### config.mk
export PLATFORM = sky130hd
export DESIGN_NAME = irq_lvl_gate
export DESIGN_NICKNAME = d
export VERILOG_FILES = /design/src/rtl/irq_lvl_pkg.sv /design/src/rtl/lvl_wr_filter.sv /design/src/rtl/lvl_mask_reg.sv /design/src/rtl/lvl_accept_cmp.sv /design/src/rtl/irq_lvl_gate.sv
export SDC_FILE = /design/constraint.sdc
export NUM_CORES = 1
export LEC_CHECK = 0
export ABC_AREA = 1
export BUFFER_PORTS_ARGS = -buffer_cell sky130_fd_sc_hd__buf_2
export CAP_MARGIN = 40
export CORE_AREA = 8 8 45 47
export DETAILED_ROUTE_END_ITERATION = 16
export DIE_AREA = 0 0 53 55
export HOLD_SLACK_MARGIN = 0.15
export RECOVER_POWER = 100
export SYNTH_ARGS = -nofsm -noshare
export SYNTH_HDL_FRONTEND = slang
export SYNTH_SLANG_ARGS = --single-unit
### constraint.sdc
create_clock -name clk -period 1.38 [get_ports clk]
set_input_delay 0.276 -clock clk [delete_from_list [all_inputs] [get_ports clk]]
set_output_delay 0.276 -clock clk [all_outputs]
set_load 0.05 [all_outputs]
### src/rtl/irq_lvl_pkg.sv
package irq_lvl_pkg;

    // Default width of a priority level and the mask value after reset.
    localparam int DEF_LVL_W     = 5;
    localparam int DEF_RESET_LVL = 15;

    // Which path updates the mask in a given cycle.
    typedef enum logic [1:0] {
        SRC_NONE = 2'd0,
        SRC_SW   = 2'd1,
        SRC_HW   = 2'd2
    } wr_src_e;

    // Picks the update source. The hardware load path wins over software.
    function automatic wr_src_e pick_src(input logic sw_we, input logic hw_ld);
        if (hw_ld)
            return SRC_HW;
        else if (sw_we)
            return SRC_SW;
        else
            return SRC_NONE;
    endfunction

endpackage

### src/rtl/lvl_wr_filter.sv
// Applies the software write guard.
// An upper-half held value pins the top bit of the stored value to 1.
module lvl_wr_filter
    import irq_lvl_pkg::*;
#(
    parameter int LVL_W = DEF_LVL_W
) (
    input  logic [LVL_W-1:0] held,
    input  logic [LVL_W-1:0] wdata,
    output logic [LVL_W-1:0] guarded
);
    localparam int MSB = LVL_W - 1;

    logic locked;

    always_comb begin
        locked  = held[MSB];
        guarded = wdata;
        // Adding half the range to a lower-half value only sets the top bit.
        if (locked)
            guarded[MSB] = 1'b1;
    end
endmodule

### src/rtl/lvl_mask_reg.sv
// Mask storage with source selection and synchronous reset.
module lvl_mask_reg
    import irq_lvl_pkg::*;
#(
    parameter int LVL_W     = DEF_LVL_W,
    parameter int RESET_LVL = DEF_RESET_LVL
) (
    input  logic             clk,
    input  logic             rst,
    input  wr_src_e          src,
    input  logic [LVL_W-1:0] sw_val,
    input  logic [LVL_W-1:0] hw_val,
    output logic [LVL_W-1:0] q
);
    localparam logic [LVL_W-1:0] RST_V = LVL_W'(RESET_LVL);

    logic [LVL_W-1:0] d;

    always_comb begin
        unique case (src)
            SRC_HW:  d = hw_val;
            SRC_SW:  d = sw_val;
            default: d = q;
        endcase
    end

    always_ff @(posedge clk) begin
        if (rst)
            q <= RST_V;
        else
            q <= d;
    end
endmodule

### src/rtl/lvl_accept_cmp.sv
// Decides whether the pending request passes the mask.
// A lower number means a more urgent request.
module lvl_accept_cmp
    import irq_lvl_pkg::*;
#(
    parameter int LVL_W = DEF_LVL_W
) (
    input  logic             vld,
    input  logic [LVL_W-1:0] lvl,
    input  logic [LVL_W-1:0] mask,
    output logic             accept
);
    always_comb begin
        accept = vld && (lvl < mask);
    end
endmodule

### src/rtl/irq_lvl_gate.sv
module irq_lvl_gate
    import irq_lvl_pkg::*;
#(
    parameter int LVL_W     = DEF_LVL_W,
    parameter int RESET_LVL = DEF_RESET_LVL
) (
    input  logic             clk,
    input  logic             rst,
    input  logic             sw_we,
    input  logic [LVL_W-1:0] sw_wdata,
    input  logic             hw_ld,
    input  logic [LVL_W-1:0] hw_ldata,
    output logic [LVL_W-1:0] mask_q,
    input  logic             req_vld,
    input  logic [LVL_W-1:0] req_lvl,
    output logic             req_accept
);
    wr_src_e          src;
    logic [LVL_W-1:0] sw_guarded;

    always_comb src = pick_src(sw_we, hw_ld);

    lvl_wr_filter #(.LVL_W(LVL_W)) filt_i (
        .held    (mask_q),
        .wdata   (sw_wdata),
        .guarded (sw_guarded)
    );

    lvl_mask_reg #(.LVL_W(LVL_W), .RESET_LVL(RESET_LVL)) reg_i (
        .clk    (clk),
        .rst    (rst),
        .src    (src),
        .sw_val (sw_guarded),
        .hw_val (hw_ldata),
        .q      (mask_q)
    );

    lvl_accept_cmp #(.LVL_W(LVL_W)) cmp_i (
        .vld    (req_vld),
        .lvl    (req_lvl),
        .mask   (mask_q),
        .accept (req_accept)
    );
endmodule

==> results of run 1 <==
[worst max-delay path by stage]
stage                     startpoint    endpoint  slack, ns  cells past startpoint
final                     reg_i.q[4]  req_accept      -0.24                      8
after detailed placement  req_lvl[4]  req_accept      -0.14                      8
after floorplan           reg_i.q[4]  req_accept      -0.13                      7
after global placement    req_lvl[3]  req_accept      -0.13                      8
after CTS                 reg_i.q[4]  req_accept      -0.26                      8
after global routing      reg_i.q[4]  req_accept      -0.34                      8
[cells in the final DEF (no fill, tap or decap), types with 2 or more instances in the layout]
| cell | instances |
|---|---|
| a21oi_1 | 4 |
| buf_2 | 18 |
| buf_4 | 4 |
| clkbuf_1 | 2 |
| clkbuf_2 | 5 |
| clkbuf_4 | 3 |
| dfxtp_4 | 4 |
| ha_4 | 4 |
| inv_1 | 6 |
| inv_2 | 6 |
| nand2_1 | 16 |
| nand2_2 | 5 |
| nand3_1 | 4 |
| nor2_1 | 6 |
| nor2_4 | 2 |
[power groups by stage]
| stage | Combinational, mW | Clock [mW] | Sequential, mW |
|---|---|---|---|
| after detailed placement | 0.185 | 0 | 0.165 |
| final | 0.208 | 0.168 | 0.164 |
| after CTS | 0.194 | 0.178 | 0.163 |
| after global placement | 0.183 | 0 | 0.164 |
| after floorplan | 0.0739 | 0 | 0.206 |
| after global routing | 0.233 | 0.196 | 0.166 |
[through the flow]
step	hold slack, ns	power [mW]	worst slack (ns)	area [sq um]
2_1_floorplan	0.3387	0.2804	-0.1327	400.4
3_3_place_gp	0.4771	0.3473	-0.1276	575.6
3_5_place_dp	0.4810	0.3507	-0.1402	575.6
4_1_cts	0.2247	0.5351	-0.2596	614.3
5_1_grt	0.2147	0.5945	-0.3426	653.1
6_report	0.2336	0.5405	-0.2428	653.1
[critical path: stages (launching register included)]
cell     delay (ns)
dfxtp_4        0.35
inv_4          0.03
ha_4           0.23
nand2_2        0.05
inv_1          0.03
nor2_1         0.10
nand2_2        0.08
nor2_4         0.09
buf_8          0.15
[cell families (layout without fill, tap and decap cells)]
group | after synthesis | count (layout) | share of synthesized area [%]
compound gates | 4 | 4 | 5.715
fa+ha+maj | 4 | 4 | 14.29
buf+inv | 13 | 46 | 13.93
flops | 5 | 5 | 28.57
simple gates | 33 | 33 | 37.50
[area by class of cell]
class | count | area, sq um | area share (%)
tap | 16 | 20.02 | 3.065
multi-input combinational | 41 | 276.5 | 42.34
sequential | 5 | 115.1 | 17.62
inverter | 13 | 51.30 | 7.854
clock buffer | 4 | 26.28 | 4.023
timing repair buffer | 29 | 163.9 | 25.10
[routing by layer]
| layer | part of all wire, % | track usage (%) | vias to the layer above |
|---|---|---|---|
| met5 | 0 | 0 | - |
| met4 | 1.9 | 9.052 | 0 |
| met3 | 9.9 | 2.941 | 2 |
| met2 | 45 | 10.74 | 19 |
| met1 | 43 | 8.801 | 180 |
| li1 | - | - | 242 |
[timing repair]
action,4_1_cts,5_1_grt
pin swaps,2,9
gates resized for setup,4,9
setup endpoints to repair,1,1
gates cloned,0,0
==> impl_results.md, run 1 <==
* Status: finished with violations
* Failing checks: setup timing
* Static Leak at 0.3547 nW
* Syn Nets at 83
* First-pass GRT wire length at 1676 microns
* Yosys cell types at 9
* Via density per instance at 4.102
* Synthesis-stage register bit count at 5
* Yosys synthesis warning count at 0
* Post-Route Utilization at 47.20%
* Biggest regs: reg_i.q x5
* Fraction of layout cells with a size suffix above 1 at 57.61%
* # IOs at 26
* WL per Instance at 9.861 microns
* Fin crit share at 117.6%
* Post-Place Cells at 104
* Ys flop type: dfxtp_1
* Clk_lat worst skew at 0.24 ns
* Reg-to-reg startpoint: reg_i.q[4]
* Area share of the largest cell type after synthesis at 28.57%
* R2R Setup Slk at 0.56 ns
* Row cnt at 14
* Cell Int Power at 0.3496 mW
* GRT Total Usage at 7.919%
* Final Setup Violations at 1
* Max reg flops at 5
* Most numerous cell in the Yosys netlist: nand2_1
* Final WL at 1065 microns
* TritonCTS clock tree: built
* Clock buffer depth at 2
* Grt total ovfl at 0
* Die H at 55 microns
* Cells after Synth at 59
* Synthesized area per cell at 5.938 sq um
* Slew Limit Fails at 0
* Die area at 2915 sq um
* Starting Density at 25.32%
* HP Start: sw_wdata[2]
* Most area-hungry cell type in the Yosys netlist: dfxtp_1
* Final Skew at 0 ns
* Reg2Reg Depth at 5
* Worst-Margin Slew at 0.2897 ns
* Clock Sinks at 5
* Post-synth ARST share at 0%
* WP data required at 1.10 ns
* RSZ-0062 raised after global routing: yes
* Crit Path Class: reg -> out
* Clk slew on worst S/H paths at 0.05 ns
* Buffers on Ports at 25
* Slew HR at 80.69%
* Area of the mapped netlist at 350.3 sq um
* Post-DRT Antenna Nets at 0
* Vias post-DR at 443
* Num CTS Buffers at 3
* Hold Path Stages at 3
* Max-cap violations at 0
* Clock root buffer: clkbuf_4
* Setup crit end kind: output port
* DIE WIDTH at 53 microns
* IR drop worst, VDD at 0.0002892 V
* Initial antenna violation count at 0
* Clock share of power at 31.1%
* Top achievable clock speed at 616.2 MHz
* P per Cell Area at 827.6 nW/um^2
* Post-CTS Setup Bufs at 0
* EDFF count, synth at 0
* Sw Pwr at 0.1909 mW
* RD Place Congestion at 0.7701
* First drt pass iteration count at 3
* Sequential power share at 30.3%
* Sw Ratio at 35.32%
* Comb pwr share at 38.6%
* Fin. Hold Viols at 0
* Crit start category: register
* Total Neg Setup Slack at -0.2428 ns
* Layout area overhead at 86.43%
* Register area share after synthesis at 28.57%
* Antenna cells at 0
* Hold Path Sink: reg_i.q[2]
* Total core area at 1384 sq um
* Maximum fanout along the worst path at 2
* # hold bufs at CTS at 0
* Final std cells w/o fill at 108
* Vias in the first global route at 435
* Post-route minimum period at 1.623 ns
* Reg with most FFs: reg_i.q
* DR iter-0 viols at 5
* Synth area leaders: dfxtp_1 29%, nand2_1 21%, ha_1 14%
* Detailed-placement wirelength estimate at 900.8 microns
* Number of nets in the layout at 117
* Largest net degree at the start of global routing at 8
* Setup ws final at -0.2428 ns
* Hold crit path type: in -> reg
* Data arrival, critical path at 1.35 ns
* Reg2reg end: reg_i.q[4]
* CTS H-tree depth at 1
* Drc violations at 0
* Post-synth top cells: 20 x nand2_1, 11 x inv_1, 8 x nor2_1
* Filler cell count at 152
Note: power is estimated with default switching activity, not from simulation.
==> inputs of run 2 (changes only) <==
--- a/config.mk
+++ b/config.mk
@@ -5,7 +5,6 @@
 export SDC_FILE = /design/constraint.sdc
 export NUM_CORES = 1
 export LEC_CHECK = 0
-export ABC_AREA = 1
 export BUFFER_PORTS_ARGS = -buffer_cell sky130_fd_sc_hd__buf_2
 export CAP_MARGIN = 40
 export CORE_AREA = 8 8 45 47
@@ -16,3 +15,4 @@
 export SYNTH_ARGS = -nofsm -noshare
 export SYNTH_HDL_FRONTEND = slang
 export SYNTH_SLANG_ARGS = --single-unit
+export TNS_END_PERCENT = 5
==> run 2 against run 1 <==
The flow still finishes with violations (setup timing). Non-clock buffer count increased by 1. Via count decreased by 18%. Clock-buffer cell count did not move. Critical path type unchanged. Clock power about the same. Cell count down 21%. Routed wire length is 3.8% lower. Critical path depth decreased by 2. Sequential power is 2% lower.
==> impl_results.md, run 2 <==
* # IOs at 26
* Detailed-placement wirelength estimate at 889 microns
* Slew HR at 81.37%
* IR drop worst, VDD at 0.0003590 V
* Most area-hungry cell type in the Yosys netlist: dfxtp_1
* Post-synth ARST share at 0%
* Die H at 55 microns
* Post-place setup slack at -0.1417 ns
* Post-DRT Antenna Nets at 0
* Post-CTS Setup Bufs at 0
* Top achievable clock speed at 615.3 MHz
* Filler cell count at 145
* Area of the mapped netlist at 336.6 sq um
* Most numerous cell in the Yosys netlist: dfxtp_1
* Static Leak at 0.3026 nW
* Reg-to-reg startpoint: reg_i.q[2]
* Clk_lat worst skew at 0.24 ns
* Multi-input gate area at 264.0 sq um
* Max reg flops at 5
* Initial antenna violation count at 0
* DIE WIDTH at 53 microns
* Starting Density at 24.32%
* Post-Place Cells at 81
* Final std cells w/o fill at 85
* Total Neg Setup Slack at -0.2453 ns
* CP startpoint: reg_i.q[1]
* Clock Sinks at 5
* Maximum fanout along the worst path at 2
* Vias post-DR at 363
* CP endpoint: req_accept
* Synthesized area per cell at 9.349 sq um
* Grt total ovfl at 0
* Register area share after synthesis at 29.74%
* Cells after Synth at 36
* Final WL at 1025 microns
* CTS H-tree depth at 1
* Fin crit share at 117.8%
* Sequential cell area at 116.4 sq um
* Die area at 2915 sq um
* EDFF count, synth at 0
* Reg2Reg Depth at 4
* Failing checks: setup timing
* P per Cell Area at 864.1 nW/um^2
* TritonCTS clock tree: built
* Clk slew on worst S/H paths at 0.05 ns
* Drc violations at 0
* WL per Instance at 12.06 microns
* # hold bufs at CTS at 0
* Largest net degree at the start of global routing at 7
* Synth area leaders: dfxtp_1 30%, ha_1 15%, mux2_1 13%
* Antenna cells at 0
* Biggest regs: reg_i.q x5
* Final Setup Violations at 1
* Layout area overhead at 81.41%
* Max-cap violations at 0
* Fin. Hold Viols at 0
* Setup ws final at -0.2453 ns
* Syn Nets at 60
* Number of nets in the layout at 94
* Final Skew at 0 ns
* Reg2reg end: reg_i.q[2]
* GRT Total Usage at 8.101%
* Area share of the largest cell type after synthesis at 29.74%
* Setup crit end kind: output port
* Post-Route Utilization at 44.12%
* RD Place Congestion at 0.7089
* Via density per instance at 4.271
* Total core area at 1384 sq um
* Clock root buffer: clkbuf_4
* Row cnt at 14
* DR iter-0 viols at 5
* Status: finished with violations
* Hold crit path type: in -> reg
* Commonest cells after routing, fill and taps aside: 20 x buf_2, 5 x buf_4
* WP data required at 1.10 ns
* Crit start category: register
* Yosys synthesis warning count at 0
* Clock buffer depth at 2
* Vias in the first global route at 428
* Crit Path Class: reg -> out
* Buffers on Ports at 25
* Post-route minimum period at 1.625 ns
* RSZ-0062 raised after global routing: yes
* Most common cell after layout, fill and taps aside: buf_2
* Slew Limit Fails at 0
* Reg with most FFs: reg_i.q
* First drt pass iteration count at 2
* Worst-Margin Slew at 0.2807 ns
* Ys flop type: dfxtp_1
* First-pass GRT wire length at 1731 microns
* Data arrival, critical path at 1.35 ns
* Synthesis-stage register bit count at 5
* Num CTS Buffers at 3
* Yosys cell types at 15
* Fraction of layout cells with a size suffix above 1 at 65.22%
* R2R Setup Slk at 0.34 ns
-- run 2: cell types whose count changed in the layout (fill, tap and decap cells not counted), sizes merged, moves of 2 or more --
cell	before	now
nor2	8	0
nand2b	0	4
mux2	0	4
nand3	4	0
nand2	21	2
a21oi	4	1
nor2b	0	2
inv	13	4
mux2i	0	4
clkbuf	10	8
buf	23	26
-- run 2: power breakdown --
part           switching [mW]  internal (mW)
sequential            0.00578          0.155
combinational           0.108         0.0877
clock                  0.0619          0.109
-- run 2: worst min path at each step --
stage | startpoint | end | slack (ns) | cells after the start
after global routing | rst | reg_i.q[4] | 0.25 | 2
after floorplan | rst | reg_i.q[4] | 0.35 | 1
after CTS | rst | reg_i.q[4] | 0.24 | 2
after global placement | hw_ldata[3] | reg_i.q[3] | 0.49 | 3
after detailed placement | rst | reg_i.q[4] | 0.50 | 2
final | rst | reg_i.q[4] | 0.24 | 2
-- run 2: final cells by class --
| cell class | count | area share, % |
|---|---|---|
| clock buffers | 4 | 4.303 |
| well taps | 16 | 3.279 |
| multi-input cells | 26 | 43.24 |
| flip-flops and latches | 5 | 19.06 |
| repair buffers | 30 | 27.66 |
| inverters | 4 | 2.459 |
-- run 2: logic make-up (layout without fill, tap and decap cells) --
kind of cell	Yosys count	after routing	synth area share, %
buf+inv	5	38	5.945
mux	8	8	25.28
compound gates	4	4	7.062
flops	5	5	29.74
fa+ha+maj	4	4	14.87
simple gates	10	10	17.10
-- run 2: worst max-delay path: stages, from the launching register on --
cell and delay (ns):
dfxtp_4 0.33, inv_1 0.04, ha_1 0.19, a21oi_2 0.15
o21ai_2 0.08, a31oi_4 0.13, buf_6 0.18
-- run 2: metrics by stage --
step | instance area [sq um] | power (mW) | hold WS, ns
finish | 610.6 | 0.5276 | 0.2438
global placement | 578.1 | 0.3531 | 0.4947
detailed placement | 578.1 | 0.3575 | 0.4984
CTS | 610.6 | 0.5412 | 0.2430
global route | 610.6 | 0.5708 | 0.2465
floorplan | 400.4 | 0.2873 | 0.3454
-- run 2: what timing repair did --
| item | 4_1_cts | 5_1_grt |
|---|---|---|
| endpoints found under the setup margin | 1 | 1 |
| gates resized for setup | 2 | 0 |
| hold endpoints to repair | 0 | 0 |
| pin swaps | 1 | 0 |
-- run 2: routing by layer --
metal  GRT usage [%]  wire length, microns  up-vias
met5               0                     0        -
met1           8.244                   373      158
li1                -                     -      189
met3           2.139                    90        2
met2           13.28                   542       14
met4           7.759                    19        0
==> inputs of run 3 (changes only) <==
--- a/config.mk
+++ b/config.mk
@@ -6,11 +6,13 @@
 export NUM_CORES = 1
 export LEC_CHECK = 0
 export BUFFER_PORTS_ARGS = -buffer_cell sky130_fd_sc_hd__buf_2
-export CAP_MARGIN = 40
+export CELL_PAD_IN_SITES_DETAIL_PLACEMENT = 1
+export CELL_PAD_IN_SITES_GLOBAL_PLACEMENT = 1
 export CORE_AREA = 8 8 45 47
 export DETAILED_ROUTE_END_ITERATION = 16
 export DIE_AREA = 0 0 53 55
 export HOLD_SLACK_MARGIN = 0.15
+export PLACE_DENSITY_LB_ADDON = 0.1
 export RECOVER_POWER = 100
 export SYNTH_ARGS = -nofsm -noshare
 export SYNTH_HDL_FRONTEND = slang
==> constraint.sdc (replaced) <==
create_clock -name clk -period 2 [get_ports clk]
set_input_delay 0.4 -clock clk [delete_from_list [all_inputs] [get_ports clk]]
set_output_delay 0.4 -clock clk [all_outputs]
set_load 0.05 [all_outputs]
==> run 3 against run 2 <==
The flow now finishes without violations. Sequential power shrank 29%. Design area fell by 14%. Via count down 6.9%. Critical endpoint unchanged. Sequential share of layout area grew 0.42 points. Non-clock buffer count is 5 lower. Clock skew is the same. Hold slack better by 0.12 ns. Sequential cell count unchanged. Clock power shrank 35%. Routed wire length is 6.3% lower. Core utilization is 6.1 points lower.
==> impl_results.md, run 3 (synthesis results as in run 2) <==
* Status: complete, no violations
* Layout area overhead at 56.51%
* Clock root buffer: clkbuf_4
* Biggest regs: reg_i.q x5
* RSZ-0062 raised after global routing: no
* Reg2Reg Depth at 3
* Sequential power share at 33.4%
* CTS H-tree depth at 1
* Final Setup Violations at 0
* Total Neg Setup Slack at 0 ns
* Post-DRT Antenna Nets at 0
* Met3 Usage GRT at 3.476%
* Sw Pwr at 0.1111 mW
* # IOs at 26
* DR iter-0 viols at 1
* Number of nets in the layout at 89
* P per Cell Area at 645.2 nW/um^2
* Antenna cells at 0
* Global Route met2 Usage at 12.70%
* WL per Instance at 12.00 microns
* Clk_lat worst skew at 0.23 ns
* Clock buffer depth at 2
* Slew Limit Fails at 0
* Via density per instance at 4.225
* Crit Path Class: reg -> out
* Sw Ratio at 32.69%
* Crit-path max cell delay at 0.32 ns
* Clock Sinks at 5
* Die H at 55 microns
* Slew HR at 60.07%
* Total core area at 1384 sq um
* Max reg flops at 5
* Static Leak at 0.2644 nW
* Starting Density at 24.32%
* WP data required at 1.60 ns
* Maximum fanout along the worst path at 3
* # hold bufs at CTS at 0
* Multi-input gate area at 239.0 sq um
* Clock share of power at 33.1%
* Final Skew at 0 ns
* Met1 Use GR at 7.903%
* Top Family by Delay on Critical Path: compound AO/OA/AOI/OAI gates
* First-pass GRT wire length at 1573 microns
* Detailed-placement wirelength estimate at 868.9 microns
* First drt pass iteration count at 2
* Most common cell after layout, fill and taps aside: buf_2
* Final WL at 960 microns
* Design area at 526.8 sq um
* Reg2reg end: reg_i.q[3]
* Die area at 2915 sq um
* CP Buf/Inv Count at 2
* Grt peak-use layer: met2
* Buffers on Ports at 25
* Vias post-DR at 338
* Num CTS Buffers at 3
* TritonCTS clock tree: built
* Clk slew on worst S/H paths at 0.04 ns
* Max-cap violations at 0
* CP max-delay cell: dfxtp_2
* Comb pwr share at 33.5%
* Hold WS at 0.3678 ns
* Fraction of layout cells with a size suffix above 1 at 42.19%
* Final std cells w/o fill at 80
* Hold Path Sink: reg_i.q[4]
* Post-Route Utilization at 38.07%
* Row cnt at 14
* HP Start: rst
* Largest net degree at the start of global routing at 7
* Filler cell count at 179
* Post-route minimum period at 1.898 ns
* Top achievable clock speed at 526.9 MHz
* Reg with most FFs: reg_i.q
* Area of placed instances at 494.2 sq um
* Crit start category: register
* Setup crit end kind: output port
* Drc violations at 0
* Worst-Margin Slew at 0.6015 ns
* Cell Int Power at 0.2288 mW
* Data arrival, critical path at 1.50 ns
* Hold Path Stages at 2
* Vias in the first global route at 389
* GRT Total Usage at 7.104%
* Fin. Hold Viols at 0
* Hold crit path type: in -> reg
* IR drop worst, VDD at 0.0004724 V
* Cells along the critical path: inv_1 -> ha_1 -> a21oi_2 -> o21ai_2 -> a31oi_4 -> buf_6
* Fin crit share at 94.89%
* Commonest cells after routing, fill and taps aside: 18 x buf_2, 7 x clkbuf_1
* Grt total ovfl at 0
* Post-Place Cells at 76
* R2R Setup Slk at 1.10 ns
* Initial antenna violation count at 0
* Sequential cell area at 102.6 sq um
* DIE WIDTH at 53 microns
* Reg-to-reg startpoint: reg_i.q[3]
* RD Place Congestion at 0.6349
run 3: worst reg2reg max path, stage by stage, from the launching register on:
cell and delay (ns):
dfxtp_1 0.31, mux2_1 0.28, mux2i_1 0.13, nand2b_1 0.06
run 3: how the worst max path moves through the flow:
| stage | startpoint | end | slack [ns] | cells past startpoint |
|---|---|---|---|---|
| 3_5_place_dp | req_lvl[2] | req_accept | 0.02 | 6 |
| 5_1_grt | reg_i.q[2] | req_accept | 0.01 | 6 |
| 3_3_place_gp | req_lvl[2] | req_accept | 0.09 | 6 |
| 6_report | reg_i.q[2] | req_accept | 0.10 | 6 |
| 4_1_cts | reg_i.q[2] | req_accept | 0.04 | 6 |
| 2_1_floorplan | reg_i.q[1] | req_accept | 0.02 | 5 |
run 3: per-stage QoR:
step	setup slack, ns	power [mW]
after global placement	0.09424	0.2255
after global routing	0.01005	0.3615
after detailed placement	0.01821	0.2272
after floorplan	0.02301	0.1898
after CTS	0.03833	0.3463
final	0.1022	0.3398
run 3: metal layers:
metal | vias to the layer above | wire, microns
li1 | 179 | -
met1 | 147 | 424
met2 | 12 | 480
met3 | 0 | 55
met4 | 0 | 0
met5 | - | 0
run 3: layout make-up:
class / count / share of cell area [%]
clock buffers: 4 / 4.988
inverters: 4 / 2.850
multi-input cells: 26 / 45.37
flip-flops and latches: 5 / 19.48
well taps: 16 / 3.800
repair buffers: 25 / 23.52
run 3: power by group through the flow:
stage / clock network (mW) / registers, mW / logic (mW)
floorplan: 0 / 0.140 / 0.0497
global placement: 0 / 0.115 / 0.110
detailed placement: 0 / 0.115 / 0.112
CTS: 0.117 / 0.114 / 0.116
global route: 0.122 / 0.115 / 0.125
finish: 0.112 / 0.113 / 0.114
run 3: repair_timing:
action,4_1_cts,5_1_grt
setup endpoints to repair,1,1
gates cloned,0,0
resized for setup,3,2
setup buffers,0,0
